==> src/rtl/dcv_pkg.sv <==
package dcv_pkg;
    localparam int FP_W      = 64;
    localparam int EXP_W     = 11;
    localparam int MAN_W     = 52;
    localparam int EXP_BIAS  = (1 << (EXP_W - 1)) - 1;
    localparam int INT_W     = 32;
    localparam int MAX_LANES = 4;
    localparam int SRC_W     = FP_W * MAX_LANES;
    localparam int DST_W     = SRC_W;
    localparam int HALF_W    = DST_W / 2;
    localparam int NARROW_N  = MAX_LANES / 2;
    localparam int WE_W      = 2;
    localparam int SH_W      = MAN_W + 1 + FP_W;
    localparam int SHAMT_W   = $clog2(SH_W);
    localparam logic [INT_W-1:0] INDEF = {1'b1, {(INT_W-1){1'b0}}};

    typedef enum logic [1:0] {
        RC_NEAR  = 2'b00,
        RC_DOWN  = 2'b01,
        RC_UP    = 2'b10,
        RC_TRUNC = 2'b11
    } rnd_mode_e;

    typedef enum logic [1:0] {
        MD_KEEP2 = 2'b00,
        MD_ZERO2 = 2'b01,
        MD_WIDE4 = 2'b10,
        MD_RSVD  = 2'b11
    } lane_mode_e;

    typedef enum logic {
        ST_EMPTY  = 1'b0,
        ST_LOADED = 1'b1
    } stage_state_e;
endpackage

==> src/rtl/dcv_lane.sv <==
module dcv_lane
    import dcv_pkg::*;
(
    input  logic [FP_W-1:0]  fp_i,
    input  rnd_mode_e        rc_i,
    output logic [INT_W-1:0] int_o,
    output logic             inv_o,
    output logic             inx_o
);
    localparam logic [INT_W+1:0] NEG_LIM = {2'b00, 1'b1, {(INT_W-1){1'b0}}};
    localparam logic [INT_W+1:0] POS_LIM = NEG_LIM - 1'b1;

    logic               sgn;
    logic [EXP_W-1:0]   bexp;
    logic [MAN_W-1:0]   frac;
    int                 uexp;
    logic               is_special;
    logic               is_zero;
    logic               is_tiny;
    logic               is_huge;
    logic [SHAMT_W-1:0] shamt;
    logic [SH_W-1:0]    shifted;
    logic [INT_W:0]     mag;
    logic               hi_lost;
    logic               rbit;
    logic               sbit;
    logic               inc;
    logic [INT_W+1:0]   mag_r;
    logic               fits;

    assign {sgn, bexp, frac} = fp_i;

    // Classification of the operand
    always_comb begin
        uexp       = int'(bexp) - EXP_BIAS;
        is_special = &bexp;
        is_zero    = (bexp == '0) && (frac == '0);
        is_tiny    = !is_zero && ((bexp == '0) || (uexp < -1));
        is_huge    = !is_special && (uexp > INT_W - 1);
    end

    // Align the significand: integer part above FP_W, fraction below
    always_comb begin
        shamt   = '0;
        shifted = '0;
        if (!is_special && !is_zero && !is_tiny && !is_huge) begin
            shamt   = SHAMT_W'(MAN_W - uexp);
            shifted = {1'b1, frac, {FP_W{1'b0}}} >> shamt;
        end
        mag     = shifted[FP_W +: INT_W+1];
        hi_lost = |shifted[SH_W-1 : FP_W+INT_W+1];
        rbit    = shifted[FP_W-1];
        sbit    = (|shifted[FP_W-2:0]) | is_tiny;
    end

    // Rounding increment selected by the control field
    always_comb begin
        unique case (rc_i)
            RC_NEAR:  inc = rbit & (sbit | mag[0]);
            RC_DOWN:  inc = sgn & (rbit | sbit);
            RC_UP:    inc = ~sgn & (rbit | sbit);
            RC_TRUNC: inc = 1'b0;
            default:  inc = 1'b0;
        endcase
    end

    // Range test after rounding and final result
    always_comb begin
        mag_r = {1'b0, mag} + {{(INT_W+1){1'b0}}, inc};
        fits  = !hi_lost && (sgn ? (mag_r <= NEG_LIM) : (mag_r <= POS_LIM));
        inv_o = is_special | is_huge | !fits;
        inx_o = !inv_o & (rbit | sbit);
        if (inv_o)
            int_o = INDEF;
        else if (sgn)
            int_o = (~mag_r[INT_W-1:0]) + 1'b1;
        else
            int_o = mag_r[INT_W-1:0];
    end
endmodule

==> src/rtl/dcv_pack.sv <==
module dcv_pack
    import dcv_pkg::*;
(
    input  lane_mode_e                 mode_i,
    input  logic                       inv_mask_i,
    input  logic [MAX_LANES*INT_W-1:0] res_i,
    input  logic [MAX_LANES-1:0]       inv_i,
    input  logic [MAX_LANES-1:0]       inx_i,
    output logic [DST_W-1:0]           dst_o,
    output logic [WE_W-1:0]            we_o,
    output logic                       inv_o,
    output logic                       pe_o,
    output logic                       fault_o
);
    localparam int PACK_W = MAX_LANES * INT_W;

    logic [MAX_LANES-1:0] lane_act;
    logic [PACK_W-1:0]    packed_res;
    logic                 any_inv;
    logic                 any_pe;
    logic                 rsvd;

    // Lanes in the low half are live in every legal mode, the rest only wide
    for (genvar g = 0; g < MAX_LANES; g++) begin : g_lane
        if (g < NARROW_N) begin : g_low
            assign lane_act[g] = (mode_i != MD_RSVD);
        end else begin : g_high
            assign lane_act[g] = (mode_i == MD_WIDE4);
        end
        assign packed_res[g*INT_W +: INT_W] = lane_act[g] ? res_i[g*INT_W +: INT_W] : '0;
    end

    always_comb begin
        rsvd    = (mode_i == MD_RSVD);
        any_inv = |(inv_i & lane_act);
        any_pe  = |(inx_i & lane_act);
        fault_o = rsvd | (any_inv & ~inv_mask_i);
        inv_o   = any_inv;
        pe_o    = any_pe;
        if (fault_o) begin
            dst_o = '0;
            we_o  = '0;
        end else begin
            dst_o = {{(DST_W-PACK_W){1'b0}}, packed_res};
            unique case (mode_i)
                MD_KEEP2: we_o = 2'b01;
                MD_ZERO2: we_o = 2'b11;
                MD_WIDE4: we_o = 2'b11;
                default:  we_o = 2'b00;
            endcase
        end
    end
endmodule

==> src/rtl/dcv_top.sv <==
module dcv_top
    import dcv_pkg::*;
#(
    parameter int PIPE_STAGE = 1
) (
    input  logic             clk,
    input  logic             rst_n,
    input  logic             in_valid,
    input  logic [1:0]       in_mode,
    input  logic [1:0]       in_rc,
    input  logic             in_inv_mask,
    input  logic [SRC_W-1:0] in_src,
    output logic             out_valid,
    output logic [DST_W-1:0] out_dst,
    output logic [WE_W-1:0]  out_we,
    output logic             out_flag_inv,
    output logic             out_flag_pe,
    output logic             out_fault
);
    lane_mode_e                 mode_c;
    rnd_mode_e                  rc_c;
    logic [MAX_LANES*INT_W-1:0] lane_res;
    logic [MAX_LANES-1:0]       lane_inv;
    logic [MAX_LANES-1:0]       lane_inx;
    logic [DST_W-1:0]           c_dst;
    logic [WE_W-1:0]            c_we;
    logic                       c_inv;
    logic                       c_pe;
    logic                       c_fault;

    assign mode_c = lane_mode_e'(in_mode);
    assign rc_c   = rnd_mode_e'(in_rc);

    for (genvar g = 0; g < MAX_LANES; g++) begin : g_cvt
        dcv_lane u_lane (
            .fp_i  (in_src[g*FP_W +: FP_W]),
            .rc_i  (rc_c),
            .int_o (lane_res[g*INT_W +: INT_W]),
            .inv_o (lane_inv[g]),
            .inx_o (lane_inx[g])
        );
    end

    dcv_pack u_pack (
        .mode_i     (mode_c),
        .inv_mask_i (in_inv_mask),
        .res_i      (lane_res),
        .inv_i      (lane_inv),
        .inx_i      (lane_inx),
        .dst_o      (c_dst),
        .we_o       (c_we),
        .inv_o      (c_inv),
        .pe_o       (c_pe),
        .fault_o    (c_fault)
    );

    if (PIPE_STAGE != 0) begin : g_piped
        stage_state_e     state_q;
        stage_state_e     state_d;
        logic [DST_W-1:0] dst_q;
        logic [WE_W-1:0]  we_q;
        logic             inv_q;
        logic             pe_q;
        logic             fault_q;

        // Next-state logic: ACCEPT, REFILL, DRAIN, IDLE
        always_comb begin
            unique case (state_q)
                ST_EMPTY:  state_d = in_valid ? ST_LOADED : ST_EMPTY;
                ST_LOADED: state_d = in_valid ? ST_LOADED : ST_EMPTY;
                default:   state_d = ST_EMPTY;
            endcase
        end

        always_ff @(posedge clk or negedge rst_n) begin
            if (!rst_n)
                state_q <= ST_EMPTY;
            else
                state_q <= state_d;
        end

        always_ff @(posedge clk or negedge rst_n) begin
            if (!rst_n) begin
                dst_q   <= '0;
                we_q    <= '0;
                inv_q   <= 1'b0;
                pe_q    <= 1'b0;
                fault_q <= 1'b0;
            end else if (in_valid) begin
                dst_q   <= c_dst;
                we_q    <= c_we;
                inv_q   <= c_inv;
                pe_q    <= c_pe;
                fault_q <= c_fault;
            end
        end

        // Output process: strobes only live in ST_LOADED
        always_comb begin
            out_valid    = (state_q == ST_LOADED);
            out_dst      = dst_q;
            out_we       = out_valid ? we_q : '0;
            out_flag_inv = out_valid & inv_q;
            out_flag_pe  = out_valid & pe_q;
            out_fault    = out_valid & fault_q;
        end


        valid_rise_chk: assert property (@(posedge clk) disable iff (!rst_n)
            in_valid |=> out_valid);

        valid_fall_chk: assert property (@(posedge clk) disable iff (!rst_n)
            !in_valid |=> !out_valid);

        rsvd_fault_chk: assert property (@(posedge clk) disable iff (!rst_n)
            (in_valid && in_mode == 2'b11) |=> (out_fault && out_we == 2'b00));

        keep_upper_chk: assert property (@(posedge clk) disable iff (!rst_n)
            (in_valid && in_mode == 2'b00 && in_inv_mask) |=> (out_we == 2'b01));
    end else begin : g_comb
        always_comb begin
            out_valid    = in_valid;
            out_dst      = c_dst;
            out_we       = in_valid ? c_we : '0;
            out_flag_inv = in_valid & c_inv;
            out_flag_pe  = in_valid & c_pe;
            out_fault    = in_valid & c_fault;
        end
    end


    idle_quiet_chk: assert property (@(posedge clk) disable iff (!rst_n)
        !out_valid |-> (out_we == '0 && !out_flag_inv && !out_flag_pe && !out_fault));

    upper_zero_chk: assert property (@(posedge clk) disable iff (!rst_n)
        out_valid |-> (out_dst[DST_W-1:HALF_W] == '0));

    fault_no_write_chk: assert property (@(posedge clk) disable iff (!rst_n)
        (out_valid && out_fault) |-> (out_we == '0 && out_dst == '0));
endmodule

==> config.mk <==
export PLATFORM = sky130hd
export DESIGN_NAME = dcv_top
export DESIGN_NICKNAME = d
export VERILOG_FILES = /design/src/rtl/dcv_pkg.sv /design/src/rtl/dcv_lane.sv /design/src/rtl/dcv_pack.sv /design/src/rtl/dcv_top.sv
export SDC_FILE = /design/constraint.sdc
export NUM_CORES = 1
export LEC_CHECK = 0
export BUFFER_PORTS_ARGS = -buffer_cell sky130_fd_sc_hd__buf_2
export CAP_MARGIN = 20
export CORE_MARGIN = 2
export CORE_UTILIZATION = 60
export DETAILED_ROUTE_END_ITERATION = 12
export PLACE_DENSITY = 0.82
export SLEW_MARGIN = 20
export SYNTH_ARGS = -nofsm -noshare
export SYNTH_HDL_FRONTEND = slang
export SYNTH_HIERARCHICAL = 1
export SYNTH_SLANG_ARGS = --single-unit
export TNS_END_PERCENT = 1
==> constraint.sdc <==
create_clock -name clk -period 1.9 [get_ports clk]
set_input_delay 0.19 -clock clk [delete_from_list [all_inputs] [get_ports clk]]
set_output_delay 0.19 -clock clk [all_outputs]
set_load 0.01 [all_outputs]
==> results of run 1 <==
per-stage QoR:
step | setup slack, ps | instances | area (µm²) | setup TNS, ps
after floorplan | -5270 | 5134 | 43000 | -694260
after global placement | -5960 | 7713 | 56300 | -764550
after detailed placement | -6110 | 7713 | 56300 | -775630
after CTS | -4920 | 7799 | 57900 | -639700
metal layers:
| metal | track usage [%] | GRT overflow |
|---|---|---|
| met2 | 91.2 | 139 |
| met4 | 62.1 | 90 |
| met1 | 82.3 | 35 |
| met5 | 50.1 | 12 |
| met3 | 66.5 | 44 |
cell families after synthesis:
logic type	Yosys count
xor+xnor	212
mux	585
other cells	1
fa+ha+maj	42
compound gates	1058
simple gates	2219
buf+inv	628
flops	262
repair_timing:
action / 4_1_cts
hold endpoints to repair: 114
resized for setup: 113
hold buffers: 1
pin swaps: 71
setup buffers: 40
cloned: 3
endpoints found under the setup margin: 133
==> summary.md, run 1 <==
| Metric | Value |
|---|---|
| Pin category terminating the worst setup path after the last repair | `sequential cell input` |
| Top cell type by total area after synthesis | `dfrtp_1` |
| Share of synthesized cell area in and, or, nand and nor gates | `28.1%` |
| Yosys warnings | `6` |
| Post-synthesis xor/xnor area fraction | `4.50%` |
| Chip height | `268 µm` |
| Final weighted congestion in routability-driven placement | `1.08` |
| Share of flip-flops with an asynchronous set or reset | `100%` |
| Run status | `did not finish` |
| Cell area after technology mapping | `42,000 µm²` |
| Most frequent cell after synthesis | `nor2_1` |
| Number of flip-flops and latches in the synthesized netlist | `262` |
| Mux share of post-synthesis cell area | `24.1%` |
| Largest buffer count on any clock path | `3` |
| Placed wire-length estimate after detailed placement | `148,000 µm` |
| Leading cell types by count after synthesis | `nor2_1 (622), nand2_1 (417), dfrtp_1 (262)` |
| Part of the Yosys area used for sequential elements | `15.6%` |
| Post-synth EDFFs | `0` |
| Port Buf Inserts | `525` |
| Tool Error | `[ERROR GRT-0232] Routing congestion too high. Check the congestion heatmap in the GUI.` |
| Number of buffers created by CTS | `25` |
| Starting Density | `60.9%` |
| Largest cells by area after synthesis | `dfrtp_1 (16%), mux4_2 (12%), mux2_4 (6.8%), nor2_1 (5.6%), nand2_1 (3.7%)` |
| Count of mapped cells out of synthesis | `5,007` |
| Number of placement rows | `96` |
| Share of Yosys cell area claimed by the top area cell type | `15.6%` |
| Number of distinct library cells after synthesis | `99` |
| Post-Synth Adder-Cell Area | `1.25%` |
| Horiz. Die Dim | `268 µm` |
| Ys flop type | `dfrtp_1` |
| Mean instance size in the synthesized netlist | `8.38 µm²` |
| I/O pin cnt | `526` |
| Maximum number of pins on one net before global-route repair | `65` |
| All-Layer GR Usage | `77.8%` |
| Clk sinks | `262` |
| Main combinational cell family by area after synthesis | `simple AND/OR/NAND/NOR gates` |
| Terminating stage of the flow | `5_1_grt` |
| H-tree lvl count | `1` |
| GR Overflow Total | `320` |
| Clock root buffer | `clkbuf_16` |
| Worst endpoint left by the global-route repair_timing run | `out_dst[62]$_DFFE_PN0P_/D` |
| Synth Area in Compound Gates | `17.8%` |
==> inputs of run 2 (changes only) <==
--- a/config.mk
+++ b/config.mk
@@ -8,9 +8,9 @@
 export BUFFER_PORTS_ARGS = -buffer_cell sky130_fd_sc_hd__buf_2
 export CAP_MARGIN = 20
 export CORE_MARGIN = 2
-export CORE_UTILIZATION = 60
+export CORE_UTILIZATION = 40
 export DETAILED_ROUTE_END_ITERATION = 12
-export PLACE_DENSITY = 0.82
+export PLACE_DENSITY_LB_ADDON = 0.15
 export SLEW_MARGIN = 20
 export SYNTH_ARGS = -nofsm -noshare
 export SYNTH_HDL_FRONTEND = slang
==> summary.md, run 2 <==
| Metric | Value |
|---|---|
| Buffer and inverter count on the worst path | `8` |
| Leakage power | `27.5 nW` |
| Clk sinks | `262 (unchanged)` |
| Placed wire-length estimate after detailed placement | `139,000 µm (-6.5%)` |
| Total setup violations reported at the end of the flow | `133` |
| Post-layout instance area | `59,200 µm²` |
| CTS tree | `yes` |
| GR Overflow Total | `0` |
| Most common cell on crit path | `buf_4` |
| Slowest CP cell | `mux4_2` |
| Kind of cell adding the most delay to the critical path | `compound AO/OA/AOI/OAI gates` |
| Port Buf Inserts | `525 (unchanged)` |
| Count of mapped cells out of synthesis | `5,007 (unchanged)` |
| Violated checks | `setup timing` |
| Part of the Yosys area used for sequential elements | `15.6% (unchanged)` |
| Wire length of the first global-routing pass | `261,000 µm` |
| Filler-free cell count of the finished design | `8,306` |
| Clock latency of the later-clocked register in the worst-skew pair | `560 ps` |
| Hold WC Path Type | `input pin to asynchronous set/reset pin` |
| Cell Pwr Density | `560 nW/µm²` |
| Number of failing hold endpoints at the final stage | `0` |
| Number of buffers created by CTS | `26 (+4.0%)` |
| Worst setup skew after layout | `0 ps` |
| Crit Reg-Reg Startpoint | `out_dst[111]$_DFFE_PN0P_` |
| Cell area after technology mapping | `42,000 µm² (unchanged)` |
| Top cell type by total area after synthesis | `dfrtp_1` |
| Share of flip-flops with an asynchronous set or reset | `100% (unchanged)` |
| Vias | `47.2k` |
| Maximum number of pins on one net before global-route repair | `82` |
| Worst reg-to-reg path cell count | `1` |
| Highest clock frequency the design can meet | `0.146 GHz` |
| Pins over their slew limit | `0` |
| CORE AREA | `104,000 µm²` |
| Share of Yosys cell area claimed by the top area cell type | `15.6% (unchanged)` |
| Chip height | `328 µm (+22%)` |
| Number of placement rows | `118 (+23%)` |
| Layout net count | `7,205` |
| Largest voltage drop on the vdd net | `800 µV` |
| Startpoint class of the critical path | `input pin` |
| Flip-flop count of the largest register after layout | `256` |
| Number of distinct library cells after synthesis | `99 (unchanged)` |
| TritonRoute pass-1 iters | `8` |
| Antenna Violating Nets Remaining | `0` |
| Post-synth EDFFs | `0 (unchanged)` |
| Relative area change from synthesis to final layout | `41.1%` |
| Largest cells by area after synthesis | `dfrtp_1 (16%), mux4_2 (12%), mux2_4 (6.8%), nor2_1 (5.6%), nand2_1 (3.7%)` |
| Cells after DPL | `8,216 (+6.5%)` |
| Crit path time final | `6830 ps` |
| Setup slack after placement | `-5860 ps (+250 ps)` |
| Post-route DRC | `0` |
| I/O pin cnt | `526 (unchanged)` |
| Initial antenna violation count | `9` |
| Leading cell types by count after synthesis | `nor2_1 (622), nand2_1 (417), dfrtp_1 (262)` |
| Clock Pin Slew Worst Setup and Hold Paths | `70 ps` |
| Share of layout cells above drive strength 1 | `45.6%` |
| Delay of the slowest cell on the worst path | `520 ps` |
| Starting Density | `40.4% (-20 points)` |
| Final wirelength | `168,000 µm` |
| Critical R2R Capture | `out_dst[111]$_DFFE_PN0P_` |
| Worst reg-to-reg setup slack | `920 ps` |
| Horiz. Die Dim | `328 µm (+22%)` |
| Final weighted congestion in routability-driven placement | `1.03 (-4.5%)` |
| Final worst-path setup slack | `-4930 ps` |
| Required time at the worst-slack endpoint | `2350 ps` |
| Largest driver fanout on the critical path | `32` |
| Clock root buffer | `clkbuf_16` |
| DR vias/cell | `5.68` |
| Worst slew pin tran | `932 ps` |
| Critical Path Sink Type | `flip-flop` |
| Area post-placement | `57,500 µm² (+2.0%)` |
| Ys flop type | `dfrtp_1` |
| Largest buffer count on any clock path | `3 (unchanged)` |
| H-tree lvl count | `1 (unchanged)` |
| Share of the clock period used by the worst path | `360%` |
| Critical path data arrival time | `7280 ps` |
| Most frequent standard cell in the layout excluding fill and tap cells | `buf_4` |
| Number of flip-flops and latches in the synthesized netlist | `262 (unchanged)` |
| Commonest cells after routing, fill and taps aside | `buf_4 (1,661), nor2_1 (613), buf_2 (522), nand2_1 (415), dfrtp_1 (262)` |
| Vias in the first global route | `45.3k` |
| Mean instance size in the synthesized netlist | `8.38 µm² (unchanged)` |
| Wire length per cell | `20.2 µm` |
| Run status | `finished with violations` |
| All-Layer GR Usage | `30.1%` |
| Setup repair after global routing missed its margin | `true` |
| Area of the die | `107,000 µm²` |
| First-iteration detailed-routing DRC count | `4,127` |
| Critical path class | `input pin to flip-flop` |
| Yosys warnings | `6 (unchanged)` |
| Max transition margin | `37.3%` |
| Max_cap viols | `0` |
| Most frequent cell after synthesis | `nor2_1` |
## run 2: kinds of logic (layout without fill, tap and decap cells)
family                   Yosys count  after routing  share of synthesized area, %
multiplexers                     585            585                          24.1
AND/OR/NAND/NOR                 2219           2219                          28.1
AO/OA/AOI/OAI                   1058           1058                          17.8
flip-flops                       262            262                          15.6
buffers and inverters            628           2413                          8.70
adder cells (fa/ha/maj)           42             42                          1.25
other                              1            135                       0.00894
XOR/XNOR                         212            212                          4.50
## run 2: report_power, final
group	internal, mW	leakage, nW	switching [mW]
combinational	10.5	23.7	11.1
clock	2.94	0.423	2.37
sequential	5.97	3.34	0.259
total	19.4	27.5	13.7
## run 2: stage by stage
step	TNS (ps)	power, mW	hold slack, ps	utilization [%]
floorplan	-694260	17.3	-106	-
global placement	-759310	26.9	131	55.4
detailed placement	-762220	27.1	136	55.4
CTS	-628610	32.9	147	56.8
global route	-688340	35.0	168	57.0
finish	-646620	33.1	124	57.0
## run 2: cell type report
cell class              instances  area (µm²)
diodes                          7        17.5
clock buffers                  33         707
clock inverters                15         160
fillers                      9666       44600
inverters                     111         429
multi-input cells            4244       33200
flip-flops and latches        262        6560
well taps                    1380        1730
repair buffers               2254       16400
## run 2: worst max path at each step
stage / startpoint / endpoint / slack [ps] / cells after the start
floorplan: in_src[116] / out_dst[36]$_DFFE_PN0P_ / -5270 / 40
global placement: in_src[117] / out_dst[26]$_DFFE_PN0P_ / -5820 / 35
detailed placement: in_src[52] / out_dst[10]$_DFFE_PN0P_ / -5860 / 34
CTS: in_src[245] / out_dst[126]$_DFFE_PN0P_ / -4760 / 31
global route: in_src[53] / out_dst[24]$_DFFE_PN0P_ / -5220 / 37
finish: in_src[53] / out_dst[24]$_DFFE_PN0P_ / -4930 / 37
## run 2: repair_timing
item,4_1_cts,5_1_grt
gates resized for setup,98,33
pin swaps,40,7
cloned,2,1
hold endpoints to repair,263,0
endpoints found under the setup margin,133,133
hold buffers,2,0
setup buffers,26,3
## run 2: per-layer routing
layer / wire [µm] / up-vias / GRT usage, % / part of all wire [%]
met2: 76100 / 1747 / 48.3 / 45
met4: 6010 / 4 / 9.64 / 3.6
met5: 26 / - / 0 / 0.015
met3: 10700 / 297 / 3.32 / 6.4
li1: - / 22563 / - / -
met1: 75000 / 22606 / 42.1 / 45
No activity file was read; power rests on OpenSTA's default activity.
